### src/rtl/i2c_quad_writer.sv
module i2c_quad_writer #(
  parameter int DIV_W = 12
) (
  input  logic             clk,
  input  logic             rst_n,
  input  logic             go,
  input  logic [DIV_W-1:0] div_cnt,
  input  logic [7:0]       dev_addr,
  input  logic [7:0]       reg_hi,
  input  logic [7:0]       reg_lo,
  input  logic [7:0]       val_hi,
  input  logic [7:0]       val_lo,
  input  logic             sda_in,
  output logic             scl_oe,
  output logic             sda_oe,
  output logic             busy,
  output logic             done,
  output logic             err,
  output logic [2:0]       err_phase
);
  localparam int NBYTE = 5;
  localparam int BCW   = $clog2(NBYTE);
  localparam int ACKB  = 8;

  typedef enum logic [1:0] {S_IDLE, S_START, S_BIT, S_STOP} st_t;

  st_t              st;
  logic [DIV_W-1:0] div_q, dcnt;
  logic [1:0]       q;
  logic [3:0]       bitn;
  logic [BCW-1:0]   byten;
  logic [2:0]       phase;
  logic [7:0]       sh;
  logic             nack;
  logic [7:0]       buf_q [NBYTE];

  wire              tick  = (dcnt == div_q - 1'b1);
  wire              ack_b = (bitn == 4'(ACKB));
  wire [BCW-1:0]    nxt_i = byten + 1'b1;

  assign busy = (st != S_IDLE);

  always_ff @(posedge clk) begin
    if (!rst_n) begin
      st        <= S_IDLE;
      div_q     <= {{(DIV_W-1){1'b0}}, 1'b1};
      dcnt      <= '0;
      q         <= '0;
      bitn      <= '0;
      byten     <= '0;
      phase     <= '0;
      sh        <= '0;
      nack      <= 1'b0;
      scl_oe    <= 1'b0;
      sda_oe    <= 1'b0;
      done      <= 1'b0;
      err       <= 1'b0;
      err_phase <= '0;
      for (int i = 0; i < NBYTE; i++) buf_q[i] <= '0;
    end else begin
      done <= 1'b0;
      if (st == S_IDLE) begin
        if (go) begin
          st        <= S_START;
          div_q     <= (div_cnt == '0) ? {{(DIV_W-1){1'b0}}, 1'b1} : div_cnt;
          buf_q[0]  <= dev_addr;
          buf_q[1]  <= reg_hi;
          buf_q[2]  <= reg_lo;
          buf_q[3]  <= val_hi;
          buf_q[4]  <= val_lo;
          dcnt      <= '0;
          q         <= '0;
          bitn      <= '0;
          byten     <= '0;
          phase     <= '0;
          err       <= 1'b0;
          err_phase <= '0;
        end
      end else if (!tick) begin
        dcnt <= dcnt + 1'b1;
      end else begin
        dcnt <= '0;
        q    <= q + 2'd1;
        case (st)
          S_START: begin
            if (q == 2'd1) sda_oe <= 1'b1;
            if (q == 2'd3) begin
              st     <= S_BIT;
              scl_oe <= 1'b1;
              phase  <= 3'd1;
              sh     <= buf_q[0];
              bitn   <= '0;
            end
          end
          S_BIT: begin
            case (q)
              2'd0: sda_oe <= ack_b ? 1'b0 : ~sh[7];
              2'd1: scl_oe <= 1'b0;
              2'd2: if (ack_b) nack <= sda_in;
              2'd3: begin
                if (!ack_b) begin
                  scl_oe <= 1'b1;
                  sh     <= {sh[6:0], 1'b0};
                  bitn   <= bitn + 4'd1;
                end else if (nack) begin
                  st        <= S_IDLE;
                  sda_oe    <= 1'b0;
                  err       <= 1'b1;
                  err_phase <= phase;
                end else begin
                  scl_oe <= 1'b1;
                  phase  <= phase + 3'd1;
                  bitn   <= '0;
                  if (byten == BCW'(NBYTE - 1)) begin
                    st <= S_STOP;
                  end else begin
                    byten <= nxt_i;
                    sh    <= buf_q[nxt_i];
                  end
                end
              end
              default: ;
            endcase
          end
          S_STOP: begin
            case (q)
              2'd0: sda_oe <= 1'b1;
              2'd1: scl_oe <= 1'b0;
              2'd3: begin
                sda_oe <= 1'b0;
                st     <= S_IDLE;
                done   <= 1'b1;
              end
              default: ;
            endcase
          end
          default: ;
        endcase
      end
    end
  end

  p_go_starts_r2: assert property (@(posedge clk) disable iff (!rst_n)
    (go && !busy) |=> busy);

  p_sda_low_only_r6: assert property (@(posedge clk) disable iff (!rst_n)
    (st == S_BIT && $past(st) == S_BIT && !scl_oe && !$past(scl_oe)) |-> $stable(sda_oe));

  p_done_single_r7: assert property (@(posedge clk) disable iff (!rst_n)
    done |=> !done);

  p_done_clean_r7: assert property (@(posedge clk) disable iff (!rst_n)
    done |-> (!err && !busy));

  p_idle_released_r8: assert property (@(posedge clk) disable iff (!rst_n)
    !busy |-> (!scl_oe && !sda_oe));

  p_err_phase_range_r9: assert property (@(posedge clk) disable iff (!rst_n)
    err |-> (err_phase >= 3'd1 && err_phase <= 3'd5));

  p_err_held_r8: assert property (@(posedge clk) disable iff (!rst_n)
    (err && !busy && !go) |=> err);
endmodule

### config.mk
export PLATFORM = sky130hd
export DESIGN_NAME = i2c_quad_writer
export DESIGN_NICKNAME = d
export VERILOG_FILES = /design/src/rtl/i2c_quad_writer.sv
export SDC_FILE = /design/constraint.sdc
export NUM_CORES = 1
export LEC_CHECK = 0
export BUFFER_PORTS_ARGS = -buffer_cell sky130_fd_sc_hd__buf_2
export CORE_ASPECT_RATIO = 0.7
export CORE_MARGIN = 5
export CORE_UTILIZATION = 53
export DETAILED_ROUTE_END_ITERATION = 10
export GPL_TIMING_DRIVEN = 0
export PLACE_DENSITY_LB_ADDON = 0.2
export RECOVER_POWER = 25
export SLEW_MARGIN = 20
export SYNTH_ARGS = -nofsm -noshare
export SYNTH_HDL_FRONTEND = slang
export SYNTH_SLANG_ARGS = --single-unit
### constraint.sdc
create_clock -name clk -period 3.2 [get_ports clk]
set_clock_uncertainty 0.1 [all_clocks]
set_input_delay 0.64 -clock clk [delete_from_list [all_inputs] [get_ports clk]]
set_output_delay 0.64 -clock clk [all_outputs]
set_load 0.005 [all_outputs]
# Yosys cells after proc, flatten, opt, wreduce, memory -nomap -nowiden
# Memories as Yosys holds them, arrays and structs flattened.
# Index checks and enable logic that the tools add are counted.
# op_classes
add_sub_neg	6
n_eq_ne	31
muxes	83
n_bitwise	10
n_reduce_logical	25
# ops
operator	count
$mux W8	10
$mux W3	20
$mux W12	4
$ne A3 B3 Y1 const B	11
$mux W4	7
$reduce_and A7 Y1	4
$mux W2	12
$mux W1	21
$pmux W8 S2	1
$reduce_and A8 Y1	2
$reduce_bool A2 Y1	7
$add A12 B1 Y12 const B	1
$eq A12 B12 Y1	1
$logic_not A12 Y1	1
$ne A2 B2 Y1 const B	6
$ne A4 B4 Y1 const B	3
$reduce_and A6 Y1	2
$sub A12 B1 Y12 const B	1
$eq A2 B2 Y1 const B	4
$pmux W4 S2	1
$add A3 B1 Y3 const B	2
$pmux W1 S2	3
$pmux W1 S3	2
$pmux W2 S3	1
16 further kinds	28
# totals
register_bits	54
ram_bits	40
output_inout_bits	8
elab_cells	170
memories	1
# mem_list
name	words	word_bits	read_ports	rd_clocked_by_memory_dff	write_ports	line	source
buf_q	5	8	2	0	5	35	logic [7:0] buf_q [NBYTE];

# Longest topological paths before layout
# depth
depth_word	8
mapped_depth	11
mapped_depth_nobuf	9

# Worst setup path after synthesis
# OpenSTA, ideal clock, no wires.
# synth_path
kind	reg-to-reg
start	reg div_q[0]
end	reg dcnt[9]
setup_time_ns	0.120
t_arrival_ns	3.079
required_time_ns	2.980
slack_ns	-0.099
path_stages_with_launch	10
n_path_buf	2
synth_period_minus_slack_ns	3.299
path_cell_list	dfxtp_1 buf_2 or4_4 or4_4 a2111oi_4 nand4b_4 o311ai_2 buf_2 nor2_1 a211o_1
# synth_between
elab_chain_cells	4
# synth_lines
item	line	source
from (decl)	28	logic [DIV_W-1:0] div_q, dcnt;
from (signal assigned)	46	div_q <= {{(DIV_W-1){1'b0}}, 1'b1};
from (signal assigned)	65	div_q <= (div_cnt == '0) ? {{(DIV_W-1){1'b0}}, 1'b1} : div_cnt;
$sub A12 B1 Y12	37	wire tick = (dcnt == div_q - 1'b1);
$eq A12 B12 Y1	37	
$mux W12	79	end else if (!tick) begin
$mux W12	62	if (st == S_IDLE) begin
to (signal assigned)	80	dcnt <= dcnt + 1'b1;
to (decl)	28	
# Every way passes these cells.
# A chain may end at the register's enable or synchronous reset.

# Final worst setup path
# layout_path
start	reg div_q[4]
end	reg sh[7]
# layout_between
elab_chain_cells	3
# layout_lines
item	line	source
$sub A12 B1 Y12	37	
$eq A12 B12 Y1	37	
$reduce_and A7 Y1 (no line)	--	
to (signal assigned)	91	sh <= buf_q[0];
to (signal assigned)	103	sh <= {sh[6:0], 1'b0};
to (signal assigned)	118	sh <= buf_q[nxt_i];
to (decl)	33	logic [7:0] sh;
# Every way passes these cells.

==> metrics list <==
- For this design the ratio of total power to cell area is 608 nW/um^2.
* Maximum root-to-sink buffer count: 2
- Number of max-cap violations: 0
- Remaining number of nets flagged by the antenna check after routing: 0
- Register area share after synthesis: 44.1%
- Number of top-level pins: 64
- The layout has 778 filler cells.
- DR pass1 iterations: 7
- Per-instance average area after synthesis: 9.61 um^2
* Cell Rows: 30
- Count of mapped cells out of synthesis: 539
- Number of global-route vias before repair: 4,457
- In this design, the largest share of critical-path delay is due to simple AND/OR/NAND/NOR gates.
* Count of flip-flops with a built-in enable after synthesis: 40
- The flow ran to the end, but the final reports show violations.
* Core Footprint: about 9600 um^2
* Top cell type's share of synthesized area: 23.2%
- At the worst endpoint, the required time is 3340 ps.
* Endpoint kind of the worst setup timing path: flop
- Final setup slack of the worst path: -12.3 ps
- The final hold violation count is 0.
* Unrepaired setup endpoints after global routing: true
- The worst setup path is of the flop to flop kind.
- Synthesis instantiated 62 different standard cells from the library.
* Syn Std Cell Area: ~5200 um^2
- Walking the worst path, the cells encountered are or4_4 > or4_4 > a2111oi_4 > nand4b_4 > buf_12 > nor4_4 > buf_4 > buf_6 > buf_6 > a21oi_1 > a311oi_1.
* Global-route wire length before repair: 23.2 mm
- The worst path in the final design needs a cycle of 3210 ps, including I/O delays and setup.
- Worst-skew pair later-pin latency: 350 ps
- Number of buffers added to fix hold violations after cts: 0
* Clock Pin Slew Worst Setup and Hold Paths: 70 ps
- Placed insts: 731
- The initial utilization of the core area, before any placement, comes to 53.9%.
- The number of antenna violations at the first check in global routing came to 0.
- Data arrives at the worst endpoint at roughly 3400 ps.
- Max incr delay on CP: 570 ps
- Yosys top cell by area: edfxtp_1
- After the first detailed-routing iteration, the DRC count stood at 470.
- Dividing the detail-routed wire length by the instance count gives approximately 19 um.
* Antenna Cells: 0
- Entering global routing, the biggest net connects 34 pins.
* Share of the clock period used by the worst path after layout: 100%
* Slew margin rel.: about 51%
* Top cells by area in the synthesized netlist: edfxtp_1 (23%), dfxtp_1 (21%), and3_1 (5.9%)
* Total number of vias: between 4,000 and 5,000
* Clock buffers created by TritonCTS: 9
* Launching element of the worst setup path: div_q[4]
- In this run the horizontal extent of the chip is 128 um.
- Input/output buffers: 63
* Nets: 704
* Fraction of layout instances using a drive strength above 1: 22.2%
- The cell sitting at the root of the clock tree is a clkbuf_16.
* Highest achievable clock rate: 311 MHz
- Placer congestion estimate: 0.876
- Remaining routing DRC violations: 0
- After synthesis, the share of flip-flops with an asynchronous set or reset is 0%.
- Summed over all layers, the routed wires come to 14.7 mm.
- The number of max-slew violations in the final report is 0.
* Dominant register cell in the synthesized netlist: dfxtp_1
- Synthesis produced a netlist with a net count of 612.
- For this run the aggregate overflow at the end of global routing stands at 0.
* Power consumption: roughly 3800 uW
- Yosys printed 0 warnings.
- The startpoint identified for the worst hold timing path is sda_oe.
- TritonCTS sink count: 94
- Number of H-tree levels: 3
* Per-cell via count in the routed design: 6.18
- Floorplan die height: 92.7 um
- Classification of the worst-slack hold path: flop to flop
* Worst IR Drop VDD: between 0.0003 and 0.0004 V
- Reg2reg start: div_q[4]
- Violated checks: negative setup slack
- Crit path max fanout: 4
- The finished layout holds 764 standard cells, fillers aside.
- Among all stages on the critical path, the largest delay is contributed by or4_4.
- After synthesis the netlist holds a flip-flop and latch count of 94.
- Global Route Usage Sum: between 20% and 30%
- Critical path startpoint category: flop
- The floorplan step defined a die boundary enclosing about 12,000 um^2.
* TritonCTS clock tree: done
- The critical path contains buffers and inverters numbering 4 combined.
- Synth-to-layout area growth: 21.2%
- Slew at the pin with the worst max-slew slack: around 730 ps
* Leakage dissipation: 0.00263 uW
- Total half-perimeter wirelength after legalization and detailed placement: 10.4 mm
- Setup violations remaining at the end of the flow were counted as 1.
==> placed cells by master, fill, tap and decap left out, types with 7 or more instances in the layout <==
cell	n
nand2_1	58
nand2b_1	8
xnor2_1	7
buf_4	17
clkbuf_1	30
and3_1	49
inv_1	20
a311oi_1	9
nor2_1	19
buf_6	7
nand3_1	16
a21oi_1	43
mux4_2	8
o21ai_0	21
mux2i_1	17
nor4_1	7
nor2b_1	7
nor3_1	7
clkbuf_16	9
edfxtp_1	40
ha_1	16
buf_2	60
dfxtp_1	49
or3_1	8
==> synthesized netlist by cell type, types with 2 or more instances <==
| master | instances |
|---|---|
| a221oi_1 | 2 |
| inv_1 | 20 |
| or3_1 | 8 |
| and3b_1 | 2 |
| or3b_2 | 2 |
| a211o_1 | 3 |
| ha_1 | 17 |
| buf_2 | 4 |
| o2bb2ai_1 | 2 |
| dfxtp_1 | 54 |
| clkbuf_1 | 31 |
| nand2_1 | 59 |
| and4_1 | 2 |
| edfxtp_1 | 40 |
| a21oi_1 | 44 |
| nor3_1 | 9 |
| and2_1 | 2 |
| nor2b_1 | 7 |
| a31o_2 | 2 |
| nor3b_1 | 3 |
| o21ai_0 | 21 |
| nor4_1 | 7 |
| a32o_1 | 2 |
| or4_1 | 3 |
| and3_1 | 49 |
| nand2b_1 | 8 |
| o31ai_1 | 2 |
| a311o_1 | 2 |
| nand3_1 | 16 |
| buf_1 | 3 |
| xnor2_1 | 8 |
| nor2_1 | 19 |
| or4_4 | 2 |
| o22ai_1 | 5 |
| nand4_1 | 4 |
| mux2i_1 | 17 |
| a311oi_1 | 9 |
| xor2_1 | 3 |
| a31oi_1 | 6 |
| mux4_2 | 8 |
| a21o_1 | 5 |
| o211ai_1 | 4 |
| a41o_1 | 4 |
==> tightest hold or removal path, stage by stage (launching register included) <==
cell	delay, ps
dfxtp_1	310
nand2_1	50
mux2i_1	50
==> logic make-up (layout without fill, tap and decap cells) <==
group	Yosys count	count (layout)	synth area share [%]
and+or+nand+nor	206	206	21.8
muxes	26	26	6.98
buffers and inverters	59	156	4.45
adders and majority gates	17	17	4.11
AOI/OAI and AO/OA	126	126	16.7
DFF	94	94	44.1
xor gates and xnor gates	11	11	1.86
==> where the power goes <==
group / switching [uW] / total [uW] / internal (uW)
clock network: 491 / 1060 / 564
logic: 723 / 1240 / 521
registers: 101 / 1510 / 1410
==> metal layers <==
metal | GRT usage, % | vias to the layer above | wire (um) | part of all wire, %
li1 | - | 2201 | - | -
met1 | 38.0 | 2242 | 6850 | 47
met2 | 34.7 | 254 | 6360 | 43
met3 | 6.34 | 21 | 1320 | 9.0
met4 | 8.22 | 0 | 172 | 1.2
met5 | 0 | - | 0 | 0
==> path summary, 6_finish.rpt <==
check | depth (start not counted) | slack [ps] | end
setup reg to reg | 11 | -10 | sh[7]
hold reg to reg | 2 | 360 | sda_oe
hold / removal | 2 | 360 | sda_oe
setup / recovery | 11 | -10 | sh[7]
==> area by class of cell <==
| cell class | instances | area [um^2] | area share (%) |
|---|---|---|---|
| multi-input cells | 386 | 2780 | 44.3 |
| well taps | 128 | 160 | 2.55 |
| clock inverters | 6 | 51.3 | 0.817 |
| clock buffers | 10 | 239 | 3.81 |
| repair buffers | 85 | 517 | 8.23 |
| inverters | 20 | 75.1 | 1.20 |
| plain buffers | 35 | 159 | 2.53 |
| flip-flops and latches | 94 | 2300 | 36.6 |
==> state kept, by name (all words and copies together) (netlist names) <==
name	cells
div_q	12
byten	3
done	1
nack	1
sda_oe	1
err	1
bitn	4
q	2
buf_q	40
st	2
sh	8
phase	3
scl_oe	1
dcnt	12
err_phase	3
==> per-stage QoR <==
| step | utilization, % | setup TNS [ps] | setup slack [ps] | instance area [um^2] | hold slack, ps |
|---|---|---|---|---|---|
| 3_5_place_dp | 59.4 | -10930 | -533 | 5700 | 364 |
| 2_1_floorplan | - | -74.8 | -54.6 | 5210 | 342 |
| 6_report | 65.3 | -12.3 | -12.3 | 6280 | 364 |
| 5_1_grt | 65.3 | -629 | -106 | 6280 | 399 |
| 3_3_place_gp | 59.1 | -19910 | -361 | 5680 | 336 |
| 4_1_cts | 64.3 | -177 | -40.7 | 6170 | 373 |
==> timing repair <==
item	4_1_cts	5_1_grt
pin swaps	10	8
endpoints found under the hold margin	0	0
setup endpoints to repair	42	28
resized for setup	18	14
buffers inserted	17	4
(Power assumes the default switching activity.)
